[src/rtl/satAccPkg.sv]
package satAccPkg;

  typedef enum logic [2:0] {
    OP_HOLD  = 3'd0,
    OP_CLEAR = 3'd1,
    OP_LOAD  = 3'd2,
    OP_ADD   = 3'd3,
    OP_SUB   = 3'd4
  } accOp_e;

  typedef struct packed {
    logic clr;
    logic load;
    logic arith;
    logic sub;
    logic sat;
  } accStrobe_t;

endpackage

[src/rtl/accControl.sv]
module accControl
  import satAccPkg::*;
(
  input  logic [2:0] opCode,
  input  logic       satEn,
  output accStrobe_t strobe
);

  accOp_e opDec;

  always_comb begin
    opDec = accOp_e'(opCode);
    strobe = '0;
    case (opDec)
      OP_CLEAR: strobe.clr = 1'b1;
      OP_LOAD:  strobe.load = 1'b1;
      OP_ADD: begin
        strobe.arith = 1'b1;
        strobe.sat   = satEn;
      end
      OP_SUB: begin
        strobe.arith = 1'b1;
        strobe.sub   = 1'b1;
        strobe.sat   = satEn;
      end
      default: strobe = '0;
    endcase
  end

endmodule

[src/rtl/accAlign.sv]
module accAlign #(
  parameter int DATA_W = 16,
  localparam int ACC_W = 2 * DATA_W
) (
  input  logic [DATA_W-1:0] dataIn,
  input  logic              highHalf,
  input  logic              signExt,
  output logic [ACC_W-1:0]  operand
);

  logic [DATA_W-1:0] fillBits;

  always_comb begin
    fillBits = (signExt && dataIn[DATA_W-1]) ? {DATA_W{1'b1}} : '0;
    if (highHalf) operand = {dataIn, {DATA_W{1'b0}}};
    else          operand = {fillBits, dataIn};
  end

endmodule

[src/rtl/accDatapath.sv]
module accDatapath
  import satAccPkg::*;
#(
  parameter int DATA_W = 16,
  localparam int ACC_W = 2 * DATA_W,
  localparam int HALVES = 2
) (
  input  logic             clk,
  input  logic             rstN,
  input  accStrobe_t       strobe,
  input  logic [ACC_W-1:0] operand,
  output logic [ACC_W-1:0] accQ,
  output logic             ovfQ,
  output logic             midCarryQ
);

  localparam logic [ACC_W-1:0] MAX_POS = {1'b0, {(ACC_W-1){1'b1}}};
  localparam logic [ACC_W-1:0] MAX_NEG = {1'b1, {(ACC_W-1){1'b0}}};

  logic [ACC_W-1:0]  opMux;
  logic [ACC_W-1:0]  rawSum;
  logic [HALVES:0]   chain;
  logic              ovfNow;
  logic [ACC_W-1:0]  nextAcc;

  assign opMux    = strobe.sub ? ~operand : operand;
  assign chain[0] = strobe.sub;

  for (genvar h = 0; h < HALVES; h++) begin : g_half
    logic [DATA_W:0] partSum;
    assign partSum = {1'b0, accQ[h*DATA_W +: DATA_W]}
                   + {1'b0, opMux[h*DATA_W +: DATA_W]}
                   + {{DATA_W{1'b0}}, chain[h]};
    assign rawSum[h*DATA_W +: DATA_W] = partSum[DATA_W-1:0];
    assign chain[h+1] = partSum[DATA_W];
  end

  assign ovfNow = (accQ[ACC_W-1] == opMux[ACC_W-1]) &&
                  (rawSum[ACC_W-1] != accQ[ACC_W-1]);

  always_comb begin
    nextAcc = rawSum;
    if (ovfNow && strobe.sat) nextAcc = accQ[ACC_W-1] ? MAX_NEG : MAX_POS;
  end

  always_ff @(posedge clk or negedge rstN) begin
    if (!rstN) begin
      accQ      <= '0;
      ovfQ      <= 1'b0;
      midCarryQ <= 1'b0;
    end else if (strobe.clr) begin
      accQ      <= '0;
      ovfQ      <= 1'b0;
      midCarryQ <= 1'b0;
    end else if (strobe.load) begin
      accQ      <= operand;
      midCarryQ <= 1'b0;
    end else if (strobe.arith) begin
      accQ      <= nextAcc;
      ovfQ      <= ovfQ | ovfNow;
      midCarryQ <= chain[1];
    end
  end

endmodule

[src/rtl/satAccumulator.sv]
module satAccumulator
  import satAccPkg::*;
#(
  parameter int DATA_W = 16,
  localparam int ACC_W = 2 * DATA_W
) (
  input  logic              clk,
  input  logic              rstN,
  input  logic [2:0]        opCode,
  input  logic [DATA_W-1:0] dataIn,
  input  logic              highHalf,
  input  logic              signExt,
  input  logic              satEn,
  output logic [ACC_W-1:0]  accOut,
  output logic              ovfFlag,
  output logic              midCarry
);

  accStrobe_t       strobe;
  logic [ACC_W-1:0] operand;

  accControl i_ctrl (
    .opCode (opCode),
    .satEn  (satEn),
    .strobe (strobe)
  );

  accAlign #(.DATA_W(DATA_W)) i_align (
    .dataIn   (dataIn),
    .highHalf (highHalf),
    .signExt  (signExt),
    .operand  (operand)
  );

  accDatapath #(.DATA_W(DATA_W)) i_dp (
    .clk       (clk),
    .rstN      (rstN),
    .strobe    (strobe),
    .operand   (operand),
    .accQ      (accOut),
    .ovfQ      (ovfFlag),
    .midCarryQ (midCarry)
  );

endmodule

[config.mk]
export PLATFORM = sky130hd
export DESIGN_NAME = satAccumulator
export DESIGN_NICKNAME = d
export VERILOG_FILES = /design/src/rtl/satAccPkg.sv /design/src/rtl/accControl.sv /design/src/rtl/accAlign.sv /design/src/rtl/accDatapath.sv /design/src/rtl/satAccumulator.sv
export SDC_FILE = /design/constraint.sdc
export NUM_CORES = 1
export LEC_CHECK = 0
export BUFFER_PORTS_ARGS = -buffer_cell sky130_fd_sc_hd__buf_2
export CAP_MARGIN = 20
export CORE_UTILIZATION = 52
export DETAILED_ROUTE_END_ITERATION = 6
export HOLD_SLACK_MARGIN = 0.15
export PLACE_DENSITY = 0.78
export SYNTH_ARGS = -nofsm -noshare
export SYNTH_HDL_FRONTEND = slang
export SYNTH_SLANG_ARGS = --single-unit
[constraint.sdc]
create_clock -name clk -period 5.2 [get_ports clk]
set_clock_uncertainty 0.05 [all_clocks]
set_input_delay 1.56 -clock clk [delete_from_list [all_inputs] [get_ports clk]]
set_output_delay 1.56 -clock clk [all_outputs]
set_load 0.05 [all_outputs]
==> results of run 1 <==
[final cells by class]
type,count,area share
Multi-Input combinational cell,393,0.587
Timing Repair Buffer,155,0.212
Sequential cell,34,0.156
Tap cell,96,0.0220
Clock buffer,7,0.0140
Inverter,13,0.00894
[routing by layer]
layer / up-vias / GRT usage / part of all wire
met5: - / 0 / 0
met4: 0 / 0.148 / 0.066
met3: 118 / 0.0679 / 0.11
met2: 360 / 0.552 / 0.46
met1: 2154 / 0.428 / 0.36
li1: 1966 / - / -
[power by group through the flow]
stage | clock (mW) | combinational [mW] | sequential (mW)
2_1_floorplan | 0 | 0.971 | 0.847
3_3_place_gp | 0 | 1.80 | 0.491
3_5_place_dp | 0 | 1.85 | 0.498
4_1_cts | 0.200 | 1.89 | 0.494
5_1_grt | 0.214 | 2.39 | 0.515
6_report | 0.202 | 2.26 | 0.506
[path summary, 6_finish.rpt]
check / end / startpoint / depth (start not counted)
max: i_dp.accQ[5]$_DFFE_PN0P_ / opCode[1] / 23
min: i_dp.ovfQ$_DFFE_PN0P_ / i_dp.ovfQ$_DFFE_PN0P_ / 1
max reg2reg: i_dp.accQ[5]$_DFFE_PN0P_ / i_dp.accQ[0]$_DFFE_PN0P_ / 20
min reg2reg: i_dp.ovfQ$_DFFE_PN0P_ / i_dp.ovfQ$_DFFE_PN0P_ / 1
max in group asynchronous: i_dp.accQ[18]$_DFFE_PN0P_ / rstN / 1
min in group asynchronous: i_dp.accQ[8]$_DFFE_PN0P_ / rstN / 1
[cell usage in the layout, fill, tap and decap left out, drive strengths merged, types with 3 or more instances in the layout]
cell type / count
o21a: 7
fa: 3
nand2: 36
a22oi: 3
nand2b: 32
nand3: 8
nor2: 22
xor2: 28
a21oi: 54
buf: 153
o22ai: 4
a21o: 18
ha: 29
a31oi: 6
and2: 3
clkbuf: 9
or2: 3
o21ai: 33
xnor2: 30
nor2b: 15
a221oi: 6
inv: 13
dfrtp: 34
a221o: 17
and3: 3
[repair_timing]
item                       CTS  global route
gates cloned                 0             2
buffers inserted             5            17
pin swaps                    5            26
gates resized for setup     13            77
setup endpoints to repair   33            33
[stage by stage]
stage | instances | power, mW
2_1_floorplan | 462 | 1.82
3_3_place_gp | 670 | 2.29
3_5_place_dp | 670 | 2.34
4_1_cts | 682 | 2.58
5_1_grt | 698 | 3.12
6_report | 698 | 2.97
[cells by family after synthesis]
family | count (synthesis)
xor gates and xnor gates | 58
muxes | 3
buffers and inverters | 35
DFF | 34
adders and majority gates | 32
and+or+nand+nor | 133
AOI/OAI and AO/OA | 167
[worst max-delay path, cell delays in order]
cell and delay, ps:
buf_6 100, nor3b_4 290, buf_6 170, xnor2_4 70, fa_2 350, a21o_1 200
a21o_1 210, a31oi_4 220, nand3_2 100, a221o_1 330, a21o_1 230, a21oi_4 180
fa_2 260, nor2b_2 60, o31ai_2 230, o31a_1 270, o21ai_4 100, buf_6 150
xnor2_4 150, nand2_4 150, buf_6 160, a31oi_1 100, a221o_1 280
[state kept, by name, indices dropped and copies added (netlist names)]
register / count
i_dp.ovfQ: 1
i_dp.accQ: 32
i_dp.midCarryQ: 1
==> results summary, run 1 <==
The flow ran to the end, but the final reports show violations. The final reports fail on setup timing. During synthesis, Yosys emitted a total of 0 warnings. The horizontal extent of the die is 87.8 um. The final max-slew violation count came out at 0. The worst setup path is launched from an input pin.

The via count normalized by instance count is 6.59. The initial antenna violation count came out at 0. Ranked by total cell area, the synthesized netlist is headed by dfrtp_1, ha_1, a21oi_1. Of the total synthesized cell area, the portion taken by full adders, half adders and majority gates is 0.111. The analysis attributes to cell leakage a power of 2.68 nW.

The via count of the first global-routing pass came out at 4,212. The number of max-capacitance violations reported is 0. The number of hold-slack violations in the final timing report came to 0. Before antenna repair, the detailed router went through 6 iterations. The largest buffer count on any clock path came out at 2. The antenna diode instance count came out at 0. The starting utilization of the core area is 0.551. The final-stage net count is 658.

Summed over all instances, the cell type with the most area after synthesis is dfrtp_1. After synthesis, the largest family of logic cells by area is compound AO/OA/AOI/OAI gates. From bottom edge to top edge, the die measures 87.8 um. The pin count of the biggest net entering global routing is 35. The internal power contribution is 1.36 mW. The least setup slack across all paths after layout came out at -582 ps. Row generation in the floorplan step produced 30 rows. The routed design could run at a clock period as short as 5780 ps. The register share of total power is 0.171. The data arrival time of the worst path is 5920 ps. Setup violations remaining at the end of the flow were counted as 33. Timing would allow up to 173 MHz. The CTS tree is built. Along the worst path, the maximum fanout reaches 5.

The wire length of the first global-routing pass is 20,000 um. The number of port buffers came out at 57. The pre-CTS setup slack is -852 ps. Summing all non-filler instances in the final layout gives an area of 0.00546 mm^2. By instance count, the leading cell after synthesis is a21oi_1. The worst-margin pin slew came out at 1100 ps. Summed over all failing endpoints, the final setup total negative slack is -16,100 ps. The endpoint type of the worst setup path is a register.

The area fraction in compound gates after synthesis was 0.301. The signed area change from the synthesized netlist to the final layout came out at 42.6%. The share of Yosys cell area claimed by the top area cell type came out at 0.222. The average cell area after synthesis is 8.28 um^2. The share of total power dissipated in combinational logic is 0.761. The boundary pin count came out at 58. CTS placed an instance of clkbuf_8 at the clock tree root. The fraction of final layout cells sized beyond drive strength 1 is 0.389. The fill cell total of the finished layout is 406. The residual overflow from global routing is 0. The relative slew slack is 0.267.

The number of sinks on the clock net is 34. The portion of netlist area occupied by mux cells is 0.00916. The number of enable-type register cells in the synthesized netlist is 0. The post-route core utilization came out at 0.786.

The clock tree synthesis step divided the H-tree into 2 levels. The critical path is of the in -> reg type. The XOR/XNOR share of the synthesized area is 0.133. At the end of routability-driven placement, the weighted congestion stood at 0.968. The placement-stage cell area came out at 0.00477 mm^2. Counting instances in the post-synthesis netlist gives the leading cell types as a21oi_1, nand2_1, dfrtp_1. The number of standard cells after synthesis is 462.

The post-route clock period utilization came out at 1.11. The via count is 4,598. The synthesized netlist occupies a cell area of 0.00382 mm^2.

After clock tree synthesis, the flow added hold-fix buffers numbering 0. The floorplan step defined a die boundary enclosing 0.00770 mm^2. The detail-routed net length per standard cell came out at 21.5 um.

Of the total synthesized cell area, the portion taken by AND, OR, NAND and NOR gates is 0.183. The initial detailed-routing violation count came out at 454. The worst voltage drop across the vdd grid came out at 0.336 mV. The area occupied by registers came out at 851 um^2. In the final layout, the multi-input gates occupy 0.00320 mm^2. The number of distinct standard cells referenced by the synthesized netlist is 62. In the routed design, unresolved DRC markers number 0.

The count of nets left with antenna violations once routing finished came out at 0. Setup repair after global routing could not meet its margin everywhere. The worst min-delay path category is reg -> reg. The core region is 0.00694 mm^2. The register-to-register setup slack is 520 ps.

The post-DP HPWL came out at 9280 um. The clock network latency to the later pin of the worst-skew pair is 300 ps. The most common flop cell mapped by yosys is dfrtp_1. The register bit total from synthesis is 34. The post-route worst hold slack is 468 ps. The clock-pin slew of the registers on the worst-case setup and hold paths came out at 80 ps. Across every metal layer, demand over resource in global routing totals 0.337.

The fraction of power consumed by the clock network came out at 0.068. The power per standard cell area came out at 544 mW/mm^2. The post-synth net total is 518.

The wire length after detailed routing is 15,000 um. The async set-or-reset flop fraction in the synthesized netlist is 1.00. The endpoint required time on the critical path is 5340 ps. The share of synthesized area occupied by flip-flops and latches came out at 0.222. The switching portion of total power is 0.541.

Counting the buffers created by CTS gives 5. The net switching power is 1.61 mW.
No activity file was read; power rests on OpenSTA's default activity.
==> inputs of run 2 (changes only) <==
--- a/config.mk
+++ b/config.mk
@@ -5,12 +5,13 @@
 export SDC_FILE = /design/constraint.sdc
 export NUM_CORES = 1
 export LEC_CHECK = 0
+export ABC_AREA = 1
 export BUFFER_PORTS_ARGS = -buffer_cell sky130_fd_sc_hd__buf_2
 export CAP_MARGIN = 20
 export CORE_UTILIZATION = 52
 export DETAILED_ROUTE_END_ITERATION = 6
 export HOLD_SLACK_MARGIN = 0.15
-export PLACE_DENSITY = 0.78
+export PLACE_DENSITY = 0.77
 export SYNTH_ARGS = -nofsm -noshare
 export SYNTH_HDL_FRONTEND = slang
 export SYNTH_SLANG_ARGS = --single-unit
==> run 2 against run 1 <==
- the run now ends clean
- clock-buffer cell count did not move
- synthesized cell count grew 39%
- highest routed layer unchanged
- critical endpoint is now i_dp.accQ[24]$_DFFE_PN0P_
- final area decreased by 15%
- largest power group unchanged
- total power is 5.8% lower
- clock power down 2%
- final cell count is 15% higher
- maximum frequency increased by 18%
- largest cell class unchanged
- non-clock buffer count down 80
==> results summary, run 2 <==
The post-route core utilization came out at 0.625. The via count of the first global-routing pass is 4,162. Ranked by total cell area, the synthesized netlist is headed by nand2_1, dfrtp_1, ha_1. Of all nets on the critical path, the largest fanout is 32. The number of hold-slack violations in the final timing report is 0. In this run, synthesis produced a sequential element count of 34.

The chip height came out at 90.7 um. The pin count of the biggest net entering global routing is 35. In this run the clock root is driven by a clkbuf_8. The power per standard cell area came out at 604 mW/mm^2. The signed area change from the synthesized netlist to the final layout came out at 13.2%. Summing every instance area after synthesis gives 0.00409 mm^2.

The count of synthesis-stage warnings from yosys came out at 0. Setup repair after global routing left no endpoint under its margin. The antenna diode instance count is 0.

The total overflow left after global routing is 0. The total routing usage reported by global routing came out at 0.312. The starting utilization of the core area came out at 0.552. The leading cell type in the layout, fill and taps excluded is nand2_1. The horizontal extent of the die is 90.7 um. The post-synth net total is 696.

Wires add up to 12,200 um. The clock tree synthesis step divided the H-tree into 2 levels. Once placement finished, the instance area stood at 0.00455 mm^2. The async set-or-reset flop fraction in the synthesized netlist came out at 1.00. The share of synthesized area occupied by flip-flops and latches is 0.208. The total setup buffers inserted after CTS came out at 0. The initial detailed-routing violation count came out at 270. The core outline area came out at 0.00741 mm^2. The via count came out at 4,413. The area occupied by registers is 851 um^2.

The number of standard-cell rows in the floorplan is 31. The largest total area in the synthesized netlist belongs to nand2_1. The register with the most flip-flops is i_dp.accQ. The via count normalized by instance count is 5.52. The final max-slew violation count came out at 0. The number of port buffers came out at 57. The final instance area came out at 0.00463 mm^2. The relative slew slack came out at 0.321. After layout, the minimum clock period comes to 4920 ps.

The endpoint required time on the critical path is 5330 ps. The later pin in the worst-skew pair is clocked with a latency of 300 ps. The run finished with clean final reports. Counting flops with a built-in enable in the synthesized netlist gives 0. The data arrival time of the worst path came out at 5050 ps. The final routed DRC violation total came out at 0.

The number of clock buffers inserted by TritonCTS is 5. The number of standard cells after synthesis is 640. The number of distinct standard cells referenced by the synthesized netlist is 40. The worst setup path is launched from an input pin. The number of routed nets with antenna violations is 0. The wire length of the first global-routing pass is 20,400 um.

The worst setup path is captured at a register. Summed over all failing endpoints, the final setup total negative slack is 0 ps. The most common flop cell mapped by yosys is dfrtp_1. In this run the static leakage power is 2.71 nW. In this run the worst hold path is classified as reg -> reg. nand2_1 is the most common cell in the netlist. The detail-routed net length per standard cell came out at 15.3 um.

The share of Yosys cell area claimed by the top area cell type is 0.230. The number of max-capacitance violations reported came out at 0. In the final layout, the registers with the most flip-flops are i_dp.accQ x32, i_dp.midCarryQ x1, i_dp.ovfQ x1. Setup violations remaining at the end of the flow were counted as 0. The die covers 0.00822 mm^2. The flip-flop count of the largest register, all copies and words added came out at 32.

The initial antenna violation count came to 0. The final layout contains 757 nets. The placer's final routability congestion estimate came out at 0.965. In the synthesized netlist, the cells that appear most often are nand2_1, inv_1, a21oi_1.

For the pin with the worst max-slew slack, the measured transition is 1020 ps. During I/O placement, the number of pins put on the boundary was 58. The clock-pin slew of the registers on the worst-case setup and hold paths is 80 ps. The tree built by TritonCTS fans out to 34 sinks. The critical setup path kind is in -> reg. The post-route worst hold slack came out at 466 ps. Of the available clock period, the critical path in the final layout requires 0.945.

The average cell area after synthesis is 6.39 um^2. The post-DP HPWL is 9360 um. The pre-antenna-repair detailed-routing pass consisted of 5 iterations. The fill cell total of the finished layout is 716. The clock passes through at most 2 buffers.

Across the VDD grid, the largest voltage drop is 0.309 mV. Timing would allow up to 203 MHz. TritonCTS built the clock tree. The area of combinational cells with multiple inputs is 0.00289 mm^2. The fraction of final layout cells sized beyond drive strength 1 came out at 0.170. The top cell types in the final layout, fill and taps aside, are nand2_1, buf_2, inv_1.
## run 2: cell type report
| class | count | share of cell area |
|---|---|---|
| multi-input combinational | 524 | 0.625 |
| sequential | 34 | 0.184 |
| timing repair buffer | 75 | 0.0989 |
| inverter | 61 | 0.0494 |
| tap | 99 | 0.0267 |
| clock buffer | 7 | 0.0165 |
## run 2: final timing paths
kind / startpoint / endpoint / slack [ps] / cells after the start
max reg2reg: i_dp.accQ[0]$_DFFE_PN0P_ / i_dp.accQ[24]$_DFFE_PN0P_ / 1640 / 25
max in group asynchronous: rstN / i_dp.accQ[7]$_DFFE_PN0P_ / 3230 / 1
max: highHalf / i_dp.accQ[24]$_DFFE_PN0P_ / 280 / 23
min in group asynchronous: rstN / i_dp.accQ[22]$_DFFE_PN0P_ / 1330 / 1
min: i_dp.accQ[21]$_DFFE_PN0P_ / i_dp.accQ[21]$_DFFE_PN0P_ / 470 / 2
min reg2reg: i_dp.accQ[21]$_DFFE_PN0P_ / i_dp.accQ[21]$_DFFE_PN0P_ / 470 / 2
## run 2: cell families after synthesis
kind of cell,after synthesis,share of synthesized area
AO/OA/AOI/OAI,90,0.127
XOR/XNOR,48,0.103
adder cells (fa/ha/maj),32,0.103
buffers and inverters,82,0.0863
flip-flops,34,0.208
AND/OR/NAND/NOR,354,0.373
## run 2: stage by stage
| step | setup slack, ps | cells | power (mW) |
|---|---|---|---|
| after floorplan | 110 | 640 | 2.10 |
| after global placement | 15.4 | 793 | 2.53 |
| after detailed placement | -83.9 | 793 | 2.57 |
| after CTS | 233 | 800 | 2.78 |
| after global routing | 20.3 | 800 | 3.04 |
| final | 285 | 800 | 2.80 |
## run 2: worst max-delay path, stage by stage
cell and delay, ps:
buf_2 110, inv_1 80, buf_12 170, nand2_1 120
xor2_1 180, ha_1 340, inv_1 70, o21bai_1 180
a21boi_0 140, o311ai_1 250, inv_1 110, fa_1 400
fa_1 400, inv_1 140, nand3_1 80, nand2_1 110
a21oi_1 90, xor2_1 160, nand2_2 60, nand2_1 60
nand2_1 50, nand3_1 90, nand2_1 60
## run 2: layer usage
| layer | wire length (um) | track usage | part of all wire | vias to the layer above |
|---|---|---|---|---|
| met1 | 5360 | 0.417 | 0.44 | 2034 |
| met2 | 5680 | 0.510 | 0.46 | 195 |
| met5 | 0 | 0 | 0 | - |
| met3 | 939 | 0.0455 | 0.077 | 24 |
| met4 | 263 | 0.112 | 0.021 | 0 |
| li1 | - | - | - | 2160 |
## run 2: power by group
| group | internal (mW) | leakage (nW) | switching, mW | total, mW |
|---|---|---|---|---|
| registers | 0.383 | 0.431 | 0.122 | 0.506 |
| clock network | 0.0925 | 0.0383 | 0.106 | 0.198 |
| logic | 0.692 | 2.24 | 1.40 | 2.09 |
## run 2: what timing repair did
| item | in CTS | in global routing |
|---|---|---|
| endpoints found under the setup margin | 0 | 19 |
| hold buffers | 0 | 0 |
| resized for setup | 0 | 3 |
==> inputs of run 3 (changes only) <==
--- a/config.mk
+++ b/config.mk
@@ -8,6 +8,7 @@
 export ABC_AREA = 1
 export BUFFER_PORTS_ARGS = -buffer_cell sky130_fd_sc_hd__buf_2
 export CAP_MARGIN = 20
+export CORE_MARGIN = 2
 export CORE_UTILIZATION = 52
 export DETAILED_ROUTE_END_ITERATION = 6
 export HOLD_SLACK_MARGIN = 0.15
==> run 3 against run 2 <==
- first-iteration DRC count increased by 19%
- global-route usage down 1.5 points
- setup slack better by 88 ps
- worst hold slack lost 11 ps
- clock-buffer cell count is 1 lower
- critical path depth unchanged
- maximum frequency increased by 1.8%
- non-clock buffer count grew 7
- final cell count rose by 1.1%
- routed wire length is 1.1% higher
- clock power grew 5%
==> results summary, run 3 (synthesis gave the netlist of run 2 again) <==
The flow ran to the end, and the final reports show no timing, DRC or antenna violations. The final-stage net count came out at 764. Counting the fill cells in the layout gives 777. The area occupied by registers is 851 um^2. The initial detailed-routing violation count came out at 322.

The residual overflow from global routing came out at 0. The maximum clock frequency is 207 MHz. The number of sinks on the clock net came out at 34.

The H-tree generated during clock tree synthesis spans 2 levels. The clock period minus final worst setup slack came out at 4830 ps. Summed over all failing endpoints, the final setup total negative slack is 0 ps. The number of routed nets with antenna violations is 0.

The worst min-delay path category is reg -> reg. The number of standard-cell rows in the floorplan is 32. The register-to-register setup slack came out at 1650 ps.

The post-DP HPWL is 9440 um. The placement-stage cell area is 0.00460 mm^2. The register with the most flip-flops in the layout has 32 of them. Setup violations remaining at the end of the flow were counted as 0.

The worst setup path is launched from an input pin. The via count of the first global-routing pass came out at 4,126. The number of clock buffers inserted by TritonCTS came out at 5.

Compared with the post-synthesis result, the final layout area differs by 14.8%. The chip height came out at 92.7 um. The library cells used most frequently in the layout, excluding fill and tap cells, are nand2_1, buf_2, inv_1. For this run, the total global-route usage over all layers was measured as 0.297. The initial antenna violation count is 0. Setup repair after global routing left no endpoint under its margin.

The post-route clock period utilization came out at 0.928. The critical path is of the in -> reg type. The first TritonRoute pass finished after 6 iterations. In this run the tool buffered the top-level ports with 57 buffer cells. The worst voltage drop across the vdd grid came out at 0.380 mV.

The final routed DRC violation total is 0. The antenna diode instance count came out at 0. Entering global routing, the biggest net connects 35 pins. The wire length after detailed routing is 12,400 um. The number of cells on the worst hold path is 2.

The CTS tree is built. The tree is rooted in a clkbuf_8. The final max-slew violation count came out at 0. The total chip power came out at 2.82 mW.

Data arrives at the worst endpoint at 4960 ps. The largest buffer count on any clock path came out at 2. The worst setup path is captured at a register. The clock network latency to the later pin of the worst-skew pair is 290 ps.

The starting utilization of the core area is 0.532. The via count came out at 4,364. The maximum fanout along the worst path is 17. Of the cells placed in the final design, the portion with a size suffix greater than 1 is 0.181. The die footprint is 0.00859 mm^2. The wire length of the first global-routing pass came out at 20,400 um.

The largest registers in the layout are i_dp.accQ x32, i_dp.midCarryQ x1, i_dp.ovfQ x1. Measured along the x axis, the die boundary spans 92.7 um. The boundary pin count is 58.

In this run the worst setup path terminates at i_dp.accQ[24]$_DFFE_PN0P_. The number of hold-slack violations in the final timing report came to 0. The placer's final routability congestion estimate is 0.985. At the pin with the least slew margin, the transition time is 1080 ps. The source of the worst register-to-register timing path is i_dp.accQ[0]$_DFFE_PN0P_. The finished cells cover 0.00469 mm^2. The clock-pin slew of the registers on the worst-case setup and hold paths came out at 80 ps.

The area of combinational cells with multiple inputs came out at 0.00289 mm^2. Ranked by flip-flop count, first place goes to i_dp.accQ. The count of cells along the worst register-to-register path is 25. The post-route worst hold slack came out at 455 ps. The relative slew slack is 0.278. The leading cell type in the layout, fill and taps excluded is nand2_1.

After detailed routing, the average wire length per cell comes to 15.3 um. Power spread over the standard cell area amounts to 600 mW/mm^2. Across the run, the number of max-cap violations was 0.

Using the TritonRoute via totals, the vias-per-cell ratio works out to 5.39. For the worst setup path, the data required time is 5330 ps. The worst register-to-register path ends at i_dp.accQ[12]$_DFFE_PN0P_. The leakage power of the design is 2.75 nW. Tracing the worst setup path back leads to its startpoint at opCode[1]. The core outline area is 0.00769 mm^2.
run 3: cell count changes in the layout (fill, tap and decap cells not counted):
| cell | delta |
|---|---|
| clkbuf_8 | +1 |
| inv_2 | +1 |
| clkbuf_1 | -2 |
| buf_4 | +7 |
| inv_1 | -1 |
run 3: repair_timing:
item / CTS / global route
setup endpoints to repair: 0 / 28
hold buffers: 0 / 0
buffers inserted: 0 / 1
resized for setup: 0 / 4
run 3: worst max-delay path, stage by stage:
cell,delay (ps)
buf_2,100
inv_1,80
nand3_2,100
buf_12,170
xor2_1,150
ha_1,300
inv_1,60
o21bai_1,190
a21boi_0,150
o311ai_1,250
inv_1,110
fa_1,410
fa_1,420
inv_1,130
nand3_1,80
nand2_1,120
a21oi_1,90
xor2_1,160
nand2_2,60
nand2_1,50
nand2_1,40
nand3_1,90
nand2_1,60
run 3: area by class of cell:
class                   count  area share
well taps                 102      0.0272
flip-flops and latches     34       0.181
repair buffers             82       0.109
multi-input cells         524       0.616
clock buffers               6      0.0176
inverters                  61      0.0488
run 3: how the worst min path moves through the flow:
stage               slack (ps)                        from                         end
floorplan                  720   i_dp.accQ[21]$_DFFE_PN0P_   i_dp.accQ[21]$_DFFE_PN0P_
global placement           440   i_dp.accQ[27]$_DFFE_PN0P_   i_dp.accQ[27]$_DFFE_PN0P_
detailed placement         440  i_dp.midCarryQ$_DFFE_PN0P_  i_dp.midCarryQ$_DFFE_PN0P_
CTS                        460  i_dp.midCarryQ$_DFFE_PN0P_  i_dp.midCarryQ$_DFFE_PN0P_
global route               490   i_dp.accQ[27]$_DFFE_PN0P_   i_dp.accQ[27]$_DFFE_PN0P_
finish                     450  i_dp.midCarryQ$_DFFE_PN0P_  i_dp.midCarryQ$_DFFE_PN0P_
run 3: per-stage QoR:
| step | instances | setup slack (ps) | util |
|---|---|---|---|
| 6_report | 809 | 372 | 0.611 |
| 5_1_grt | 809 | 52.4 | 0.611 |
| 4_1_cts | 808 | 284 | 0.609 |
| 3_5_place_dp | 802 | 24.6 | 0.598 |
| 3_3_place_gp | 802 | 25.8 | 0.598 |
| 2_1_floorplan | 640 | 110 | - |
run 3: metal layers:
layer  up-vias  part of all wire  global-route usage
li1       2177                 -                   -
met1      1980              0.46               0.417
met2       186              0.46               0.495
met3        21             0.066              0.0423
met4         0             0.015              0.0490
met5         -                 0                   0
run 3: where the power goes:
part           leakage [nW]  switching (mW)  internal [mW]
logic                  2.27            1.39          0.709
clock network        0.0431           0.104          0.102
registers             0.431           0.124          0.383
total                  2.75            1.62           1.19
